--- src/rtl/sar_seq_pkg.sv ---
package sar_seq_pkg;

    typedef enum logic [1:0] {
        ST_IDLE,
        ST_SAMPLE,
        ST_CONV,
        ST_XFER
    } seq_state_e;

    typedef struct packed {
        logic [1:0] step_sel;
        logic [1:0] samp_sel;
    } timing_cfg_t;

    localparam logic [1:0] STEP_SEL_RESERVED = 2'b01;

    function automatic int unsigned step_period(input logic [1:0] sel);
        case (sel)
            2'b10:   return 96;
            2'b11:   return 48;
            default: return 24;
        endcase
    endfunction

    function automatic int unsigned sample_window(input timing_cfg_t cfg);
        return 2 * (step_period(cfg.step_sel) << cfg.samp_sel);
    endfunction

    function automatic logic is_reserved(input timing_cfg_t cfg);
        return cfg.step_sel == STEP_SEL_RESERVED;
    endfunction

endpackage

--- src/rtl/sar_seq_timer.sv ---
module sar_seq_timer #(
    parameter int CNT_W = 12
) (
    input  logic             clk,
    input  logic             rst,
    input  logic             load,
    input  logic [CNT_W-1:0] load_val,
    output logic             expire
);

    logic [CNT_W-1:0] cnt_q;

    always_ff @(posedge clk) begin
        if (rst) begin
            cnt_q <= '0;
        end else if (load) begin
            cnt_q <= load_val - CNT_W'(1);
        end else if (cnt_q != '0) begin
            cnt_q <= cnt_q - CNT_W'(1);
        end
    end

    assign expire = (cnt_q == '0);

    assert_timer_countdown_R5: assert property (@(posedge clk) disable iff (rst)
        (!load && cnt_q != '0) |=> (cnt_q == $past(cnt_q) - CNT_W'(1)));

    assert_timer_load_R5: assert property (@(posedge clk) disable iff (rst)
        (load && load_val != '0) |=> (cnt_q == $past(load_val) - CNT_W'(1)));

endmodule

--- src/rtl/sar_seq_approx.sv ---
module sar_seq_approx #(
    parameter int RES_W = 10
) (
    input  logic             clk,
    input  logic             rst,
    input  logic             init,
    input  logic             decide,
    input  logic             cmp_ge,
    output logic [RES_W-1:0] code
);

    localparam logic [RES_W-1:0] TOP_BIT = {1'b1, {(RES_W-1){1'b0}}};

    logic [RES_W-1:0] code_q;
    logic [RES_W-1:0] mask_q;
    logic [RES_W-1:0] keep_bit;

    assign keep_bit = cmp_ge ? mask_q : '0;

    always_ff @(posedge clk) begin
        if (rst) begin
            code_q <= '0;
            mask_q <= '0;
        end else if (init) begin
            code_q <= TOP_BIT;
            mask_q <= TOP_BIT;
        end else if (decide) begin
            code_q <= (code_q & ~mask_q) | keep_bit | (mask_q >> 1);
            mask_q <= mask_q >> 1;
        end
    end

    assign code = code_q;

    assert_trial_onehot_R6: assert property (@(posedge clk) disable iff (rst)
        $onehot0(mask_q));

    assert_decide_has_bit_R6: assert property (@(posedge clk) disable iff (rst)
        decide |-> (mask_q != '0));

    assert_init_msb_R7: assert property (@(posedge clk) disable iff (rst)
        init |=> (code_q == TOP_BIT));

endmodule

--- src/rtl/sar_conv_sequencer.sv ---
module sar_conv_sequencer
    import sar_seq_pkg::*;
#(
    parameter int RES_W     = 10,
    parameter int PAD_STEPS = 4,
    parameter int XFER_CYC  = 4,
    parameter int CNT_W     = 12
) (
    input  logic             clk,
    input  logic             rst,
    input  logic             start,
    input  logic [3:0]       timing_cfg,
    input  logic             cmp_ge,
    output logic             sample_en,
    output logic [RES_W-1:0] dac_code,
    output logic             busy,
    output logic             done,
    output logic             cfg_err,
    output logic [RES_W-1:0] result
);

    localparam int TOTAL_STEPS = RES_W + PAD_STEPS;
    localparam int STEP_W      = $clog2(TOTAL_STEPS);
    localparam logic [STEP_W-1:0] LAST_STEP = STEP_W'(TOTAL_STEPS - 1);
    localparam logic [STEP_W-1:0] DECIDE_LIM = STEP_W'(RES_W);

    seq_state_e       state_q, state_d;
    timing_cfg_t      cfg_in, cfg_q;
    logic [STEP_W-1:0] step_q;
    logic             tmr_load, tmr_exp;
    logic [CNT_W-1:0] tmr_val;
    logic             idle_start, accept, reject;
    logic             sar_init, sar_decide;
    logic [RES_W-1:0] sar_code;

    assign cfg_in     = timing_cfg_t'(timing_cfg);
    assign idle_start = start && (state_q == ST_IDLE);
    assign accept     = idle_start && !is_reserved(cfg_in);
    assign reject     = idle_start && is_reserved(cfg_in);

    always_comb begin
        state_d  = state_q;
        tmr_load = 1'b0;
        tmr_val  = '0;
        case (state_q)
            ST_IDLE: begin
                if (accept) begin
                    state_d  = ST_SAMPLE;
                    tmr_load = 1'b1;
                    tmr_val  = CNT_W'(sample_window(cfg_in));
                end
            end
            ST_SAMPLE: begin
                if (tmr_exp) begin
                    state_d  = ST_CONV;
                    tmr_load = 1'b1;
                    tmr_val  = CNT_W'(step_period(cfg_q.step_sel));
                end
            end
            ST_CONV: begin
                if (tmr_exp) begin
                    tmr_load = 1'b1;
                    if (step_q == LAST_STEP) begin
                        state_d = ST_XFER;
                        tmr_val = CNT_W'(XFER_CYC);
                    end else begin
                        tmr_val = CNT_W'(step_period(cfg_q.step_sel));
                    end
                end
            end
            ST_XFER: begin
                if (tmr_exp) begin
                    state_d = ST_IDLE;
                end
            end
            default: state_d = ST_IDLE;
        endcase
    end

    assign sar_init   = (state_q == ST_SAMPLE) && tmr_exp;
    assign sar_decide = (state_q == ST_CONV) && tmr_exp && (step_q < DECIDE_LIM);

    always_ff @(posedge clk) begin
        if (rst) begin
            state_q <= ST_IDLE;
            cfg_q   <= '0;
            step_q  <= '0;
            done    <= 1'b0;
            cfg_err <= 1'b0;
            result  <= '0;
        end else begin
            state_q <= state_d;
            done    <= (state_q == ST_XFER) && tmr_exp;
            cfg_err <= reject;
            if (accept) begin
                cfg_q <= cfg_in;
            end
            if (sar_init) begin
                step_q <= '0;
            end else if ((state_q == ST_CONV) && tmr_exp && (step_q != LAST_STEP)) begin
                step_q <= step_q + STEP_W'(1);
            end
            if ((state_q == ST_XFER) && tmr_exp) begin
                result <= sar_code;
            end
        end
    end

    sar_seq_timer #(.CNT_W(CNT_W)) timer_i (
        .clk      (clk),
        .rst      (rst),
        .load     (tmr_load),
        .load_val (tmr_val),
        .expire   (tmr_exp)
    );

    sar_seq_approx #(.RES_W(RES_W)) approx_i (
        .clk    (clk),
        .rst    (rst),
        .init   (sar_init),
        .decide (sar_decide),
        .cmp_ge (cmp_ge),
        .code   (sar_code)
    );

    assign dac_code  = sar_code;
    assign sample_en = (state_q == ST_SAMPLE);
    assign busy      = (state_q != ST_IDLE);

    assert_done_ends_busy_R5: assert property (@(posedge clk) disable iff (rst)
        done |-> (!busy && $past(busy)));

    assert_sample_inside_busy_R4: assert property (@(posedge clk) disable iff (rst)
        sample_en |-> busy);

    assert_cfg_held_R10: assert property (@(posedge clk) disable iff (rst)
        (busy && $past(busy)) |-> $stable(cfg_q));

    assert_err_no_run_R9: assert property (@(posedge clk) disable iff (rst)
        cfg_err |-> (!busy && !done));

    assert_busy_start_ignored_R8: assert property (@(posedge clk) disable iff (rst)
        (busy && start) |=> !cfg_err);

    assert_result_only_on_done_R11: assert property (@(posedge clk) disable iff (rst)
        !done |-> $stable(result));

    assert_step_in_range_R2: assert property (@(posedge clk) disable iff (rst)
        (state_q == ST_CONV) |-> (step_q <= LAST_STEP));

endmodule

--- config.mk ---
export PLATFORM = sky130hd
export DESIGN_NAME = sar_conv_sequencer
export DESIGN_NICKNAME = d
export VERILOG_FILES = /design/src/rtl/sar_seq_pkg.sv /design/src/rtl/sar_seq_timer.sv /design/src/rtl/sar_seq_approx.sv /design/src/rtl/sar_conv_sequencer.sv
export SDC_FILE = /design/constraint.sdc
export NUM_CORES = 1
export LEC_CHECK = 0
export CORE_UTILIZATION = 60
export CTS_BUF_LIST = sky130_fd_sc_hd__clkbuf_4
export DETAILED_ROUTE_END_ITERATION = 16
export GPL_ROUTABILITY_DRIVEN = 0
export PLACE_DENSITY = 0.86
export SYNTH_ARGS = -nofsm -noshare
export SYNTH_HDL_FRONTEND = slang
export SYNTH_SLANG_ARGS = --single-unit
--- constraint.sdc ---
create_clock -name clk -period 4.4 [get_ports clk]
set_clock_uncertainty 0.1 [all_clocks]
set_input_delay 0.88 -clock clk [delete_from_list [all_inputs] [get_ports clk]]
set_output_delay 0.88 -clock clk [all_outputs]
set_load 0.02 [all_outputs]
* Yosys cells after proc, flatten, opt, wreduce, memory -nomap -nowiden
Cells that the tools add are included.
** Word-level totals
- Output and inout bits :: 24
- Register bits :: 52
- Logic and storage cells :: 78
- Input bits :: 8
** Cells by class
- Reductions and logical operators :: 18
- Equality and inequality tests :: 15
- Multiplexer cells :: 25
- $add $sub $neg :: 3
- Bitwise gates (word level) :: 4
- Magnitude comparators :: 1
- Shift operators :: 1
** Operators with widths (count)
- 32-bit 2-to-1 mux :: 2
- 10-bit 2-to-1 mux :: 5
- 12-bit 2-to-1 mux :: 3
- 12-bit one-hot mux with 3 select lines :: 1
- 32-bit by 2-bit left shift with 11-bit output :: 1
- 7-bit one-hot mux with 2 select lines :: 2
- 12-bit by 1-bit subtractor with 12-bit output (second input constant) :: 2
- 7-bit 2-to-1 mux :: 3
- 2-bit equality test (second input constant) :: 6
- 12-bit logical NOT :: 1
- 12-bit nonzero test :: 1
- 10-bit AND :: 1
- 2-bit 2-to-1 mux :: 5
- 10-bit NOT :: 1
- 10-bit OR :: 1
- 10-bit by 9-bit OR with 10-bit output :: 1
- 1-bit logical AND :: 8
- 2-bit != test (second input constant) :: 4
- 2-bit one-hot mux with 4 select lines :: 1
- 2-bit nonzero test :: 3
- 5-bit AND reduction :: 1
- 4-bit by 1-bit adder with 4-bit output (second input constant) :: 1
- 2-bit by 1-bit equality test with 1-bit output (second input constant) :: 2
- 4-bit equality test (second input constant) :: 1
- 8 further kinds :: 10

* Longest topological paths before layout
- Word-level depth :: 10
- Gate-level depth with buffers :: 11
- Depth with buffers taken out :: 10

* Modules after synthesis
A second synthesis with hierarchy kept.
** Unflattened totals
- Cell total of the unflattened synthesis :: 314
- Area, all modules :: 2768.9 µm²
** By module, submodules not included
- sar_conv_sequencer :: area an instance 1129.8 µm², cells each 142, sequential area each 400.4 µm², times used 1
- sar_seq_approx :: area an instance 885.8 µm², cells each 87, sequential area each 400.4 µm², times used 1
- sar_seq_timer :: area an instance 753.2 µm², cells each 85, sequential area each 240.2 µm², times used 1

* Worst setup path after synthesis
Ideal clock, no wire load.
- Path kind :: in2reg
- From :: input port timing_cfg[2]
- To :: register timer_i.cnt_q[10]
- Path buffers :: 2
- Library setup time :: 0.118 ns
- Required time :: 4.182 ns
- Arrival :: 2.405 ns
- Stages on the path :: 10
- Setup slack :: 1.777 ns
- Path through :: buf_2 nand2b_1 nand2_1 buf_2 o21a_4 nand2_1 ha_1 and2_1 and4_1 mux2i_1
** On the way
- Longest elaborated chain between the ends :: 9
- Elaborated cells between the ends (all ways) :: 16
- Classes of those cells :: add/sub: 1; eq/ne: 3; shift: 1; mux: 8; reduce/logical: 3
** RTL lines
- start: declaration :: RTL line sar_conv_sequencer.sv:12 : input logic [3:0] timing_cfg,
- 2-bit equality test :: RTL line sar_seq_pkg.sv:18 : case (sel)
- 7-bit one-hot mux with 2 select lines :: RTL line sar_seq_pkg.sv:18
- 32-bit 2-to-1 mux :: RTL line sar_conv_sequencer.sv:47 : if (accept) begin
- 32-bit 2-to-1 mux :: RTL line sar_conv_sequencer.sv:45 : case (state_q)
- 32-bit by 2-bit left shift with 11-bit output :: RTL line sar_seq_pkg.sv:26 : return 2 * (step_period(cfg.step_sel) << cfg.samp_sel);
- 12-bit 2-to-1 mux :: RTL line sar_conv_sequencer.sv:47
- 12-bit one-hot mux with 3 select lines :: RTL line sar_conv_sequencer.sv:45
- 12-bit by 1-bit subtractor with 12-bit output :: RTL line sar_seq_timer.sv:17 : cnt_q <= load_val - CNT_W'(1);
- 12-bit 2-to-1 mux :: RTL line sar_seq_timer.sv:16 : end else if (load) begin
- end signal: assignment :: RTL line sar_seq_timer.sv:17
- end signal: assignment :: RTL line sar_seq_timer.sv:19 : cnt_q <= cnt_q - CNT_W'(1);
- end: declaration :: RTL line sar_seq_timer.sv:11 : logic [CNT_W-1:0] cnt_q;
Parallel ways exist; a longest one is shown, timed or not. The select of a mux whose other input is x is not followed.
A chain may end at the register's enable or synchronous reset.

* Final worst setup path
- From :: input port timing_cfg[3]
- To :: register timer_i.cnt_q[10]
Same word-level chain as after synthesis.

==> impl_metrics.json <==
{
  "dieArea_sq_um": 4770,
  "start_util": 0.624,
  "r2r_slack_ns": 1.74,
  "ys_seq_area_frac": 0.386,
  "final_antenna_net_count": 0,
  "drtIter0Drc": 216,
  "timing.rr.start": "timer_i.cnt_q[3]$_SDFFE_PP0P_",
  "power_density_nw_per_um2": 480,
  "clk_pin_slew_ns": 0.14,
  "status": "completed",
  "syn_area_sq_um": 2700,
  "vdd.ir_drop.worst_v": 0.000413,
  "drt_wl_total_um": 5650,
  "synthTopCellsByArea": "dfxtp_1 (39%), nand2_1 (7.5%), a21oi_1 (5.9%)",
  "synth_largest_area_cell": "dfxtp_1",
  "h-tree-depth": 2,
  "die_width_um": 69.1,
  "cp_max_fo": 14,
  "setup_viol": 0,
  "max_freq_ghz": 0.318,
  "setup_slack_ns": 1.26,
  "grt_pass1_wl_um": 9460,
  "maxCapViolations": 0,
  "hold_viol": 0,
  "overflow": 0,
  "clock_sinks": 52,
  "ios": 32,
  "whs_ns": 0.364,
  "netlist.area_leader.share": 0.386,
  "design_area_sq_um": 3070,
  "layout-drive-gt1-share": 0.0446,
  "yosysUniqueCellTypes": 52,
  "cts_buffers": 5,
  "yosys_warnings": 0,
  "hp-start": "result[8]$_SDFFE_PP0P_",
  "rsz0062_at_grt": "false",
  "drt_first_pass_iters": 4,
  "required_ns": 4.61,
  "slew_violations": 0,
  "post-route-util": 0.710,
  "placedInstanceArea_sq_um": 3010,
  "avgSynthCellArea_sq_um": 8.05,
  "rows": 24,
  "grt_pass1_vias": 2101,
  "grt_use_total": 0.244,
  "synth_edf_count": 0,
  "drt-wirelength-per-cell_um": 13.7,
  "power.leakage_nw": 1.07,
  "die_h_um": 69.1,
  "postCtsHoldBufs": 0,
  "antenna_found_initial": 0,
  "cts_setup_buffers": 0,
  "viasPerCell": 5.90,
  "max-slew-margin-rel": 0.513,
  "clk_latency_ns": 0.39,
  "cp-end-kind": "flop",
  "whs_endpoint": "result[8]$_SDFFE_PP0P_",
  "fin_crit_sh": 0.714,
  "place_ws_ns": 0.911,
  "synthArstFlopShare": 0,
  "ys_ff_latch": 52,
  "grt_max_degree": 23,
  "nNetsFinal": 375,
  "dr_total_vias": 2426,
  "clk_root_buffer_cell": "clkbuf_4",
  "hpwlAfterDp_um": 4090,
  "min_period_ns": 3.14,
  "cp.arrival_ns": 3.35,
  "rr_worst_depth": 6,
  "critPathKind": "in -> reg",
  "tightest_slew_ns": 0.726,
  "syn-num-nets": 352,
  "areaGrowthSynthToFinish_pct": 13.8,
  "port_buffers": 31,
  "synthFlopType": "dfxtp_1",
  "cts_buffer_depth": 2,
  "n_antenna_cell": 0,
  "final.setup.tns_ns": 0,
  "cp-start-kind": "input port",
  "worstHoldPathCells": 2,
  "coreArea_sq_um": 4320,
  "rr_endpoint": "approx_i.code[8]$_SDFFE_PP0P_",
  "cts_tree": "done",
  "route.detailed.drc": 0,
  "syn_inst": 335,
  "min_path_type": "reg -> reg",
  "ctsResizeCount": 0
}
[where the power goes]
group | internal (mW) | total (mW) | switching (mW)
Clock | 0.0636 | 0.222 | 0.158
Combinational | 0.266 | 0.656 | 0.389
Sequential | 0.531 | 0.595 | 0.0644
[sequential cells by signal, summed over array words and instances, names as in the netlist]
signal           flops
state_q              2
done                 1
cfg_q                2
approx_i.mask_q     10
cfg_err              1
result              10
timer_i.cnt_q       12
approx_i.code       10
step_q               4
[synth_stat cells (all sizes together), types with 3 or more instances]
library cell  count
nand2            54
ha                9
clkbuf           10
nor2b             6
and3              4
inv              13
o22ai             3
nor3             11
xor2              4
o32ai             8
nand2b            5
a31oi             3
o21ai             7
and2              3
mux2i             8
nor2             40
o211ai            3
dfxtp            52
nand3             6
nand4             4
or3               4
a21oi            32
buf               6
a211oi            8
[layer usage]
layer | wire (um) | share of wire | up-vias | global-route usage
met2 | 2510 | 0.44 | 79 | 0.365
li1 | - | - | 1222 | -
met5 | 0 | 0 | - | 0
met4 | 87 | 0.015 | 0 | 0.0839
met1 | 2670 | 0.47 | 1116 | 0.343
met3 | 380 | 0.067 | 9 | 0.0585
[area by class of cell]
type                       count  area (sq um)
tap                           52          65.1
clock buffer                   5          37.5
fill                         355          1250
timing repair buffer          32           318
clock inverter                 3          21.3
sequential                    52          1040
inverter                      13          48.8
multi-input combinational    254          1540
[cells in the final DEF (no fill, tap or decap), drive strengths merged, types with 3 or more instances in the layout]
cell	count
nand2	54
nand3	6
and2	3
nand4	4
nand2b	5
a211oi	8
inv	14
nor3	11
nor2	40
nor2b	6
a21oi	32
or3	4
o21ai	7
a31oi	3
xor2	4
o211ai	3
o32ai	8
ha	9
dfxtp	52
o22ai	3
mux2i	8
clkbuf	5
and3	4
clkdlybuf4s50	31
[worst max-delay path, stage by stage]
cell	delay [ns]
clkdlybuf4s50_1	0.73
nand2b_1	0.27
nand2_1	0.31
o21ai_4	0.24
mux2i_1	0.46
and4_1	0.28
mux2i_1	0.18
[cell families after synthesis]
group | synth area share
AND/OR/NAND/NOR | 0.281
AO/OA/AOI/OAI | 0.194
flip-flops | 0.386
buffers and inverters | 0.0441
multiplexers | 0.0339
adder cells (fa/ha/maj) | 0.0417
XOR/XNOR | 0.0195
[how the worst max path moves through the flow]
stage | depth (start not counted) | end | from
after global placement | 7 | timer_i.cnt_q[7]$_SDFFE_PP0P_ | timing_cfg[3]
final | 7 | timer_i.cnt_q[10]$_SDFFE_PP0P_ | timing_cfg[3]
after floorplan | 10 | timer_i.cnt_q[10]$_SDFFE_PP0P_ | timing_cfg[2]
after detailed placement | 9 | timer_i.cnt_q[10]$_SDFFE_PP0P_ | timing_cfg[3]
after global routing | 9 | timer_i.cnt_q[10]$_SDFFE_PP0P_ | timing_cfg[3]
after CTS | 7 | timer_i.cnt_q[7]$_SDFFE_PP0P_ | timing_cfg[3]
[stage by stage]
| step | std cells | power, mW |
|---|---|---|
| 3_5_place_dp | 403 | 1.25 |
| 5_1_grt | 411 | 1.58 |
| 6_report | 411 | 1.47 |
| 3_3_place_gp | 403 | 1.23 |
| 4_1_cts | 411 | 1.47 |
| 2_1_floorplan | 335 | 1.11 |
Power figures use the tool's default switching activity.
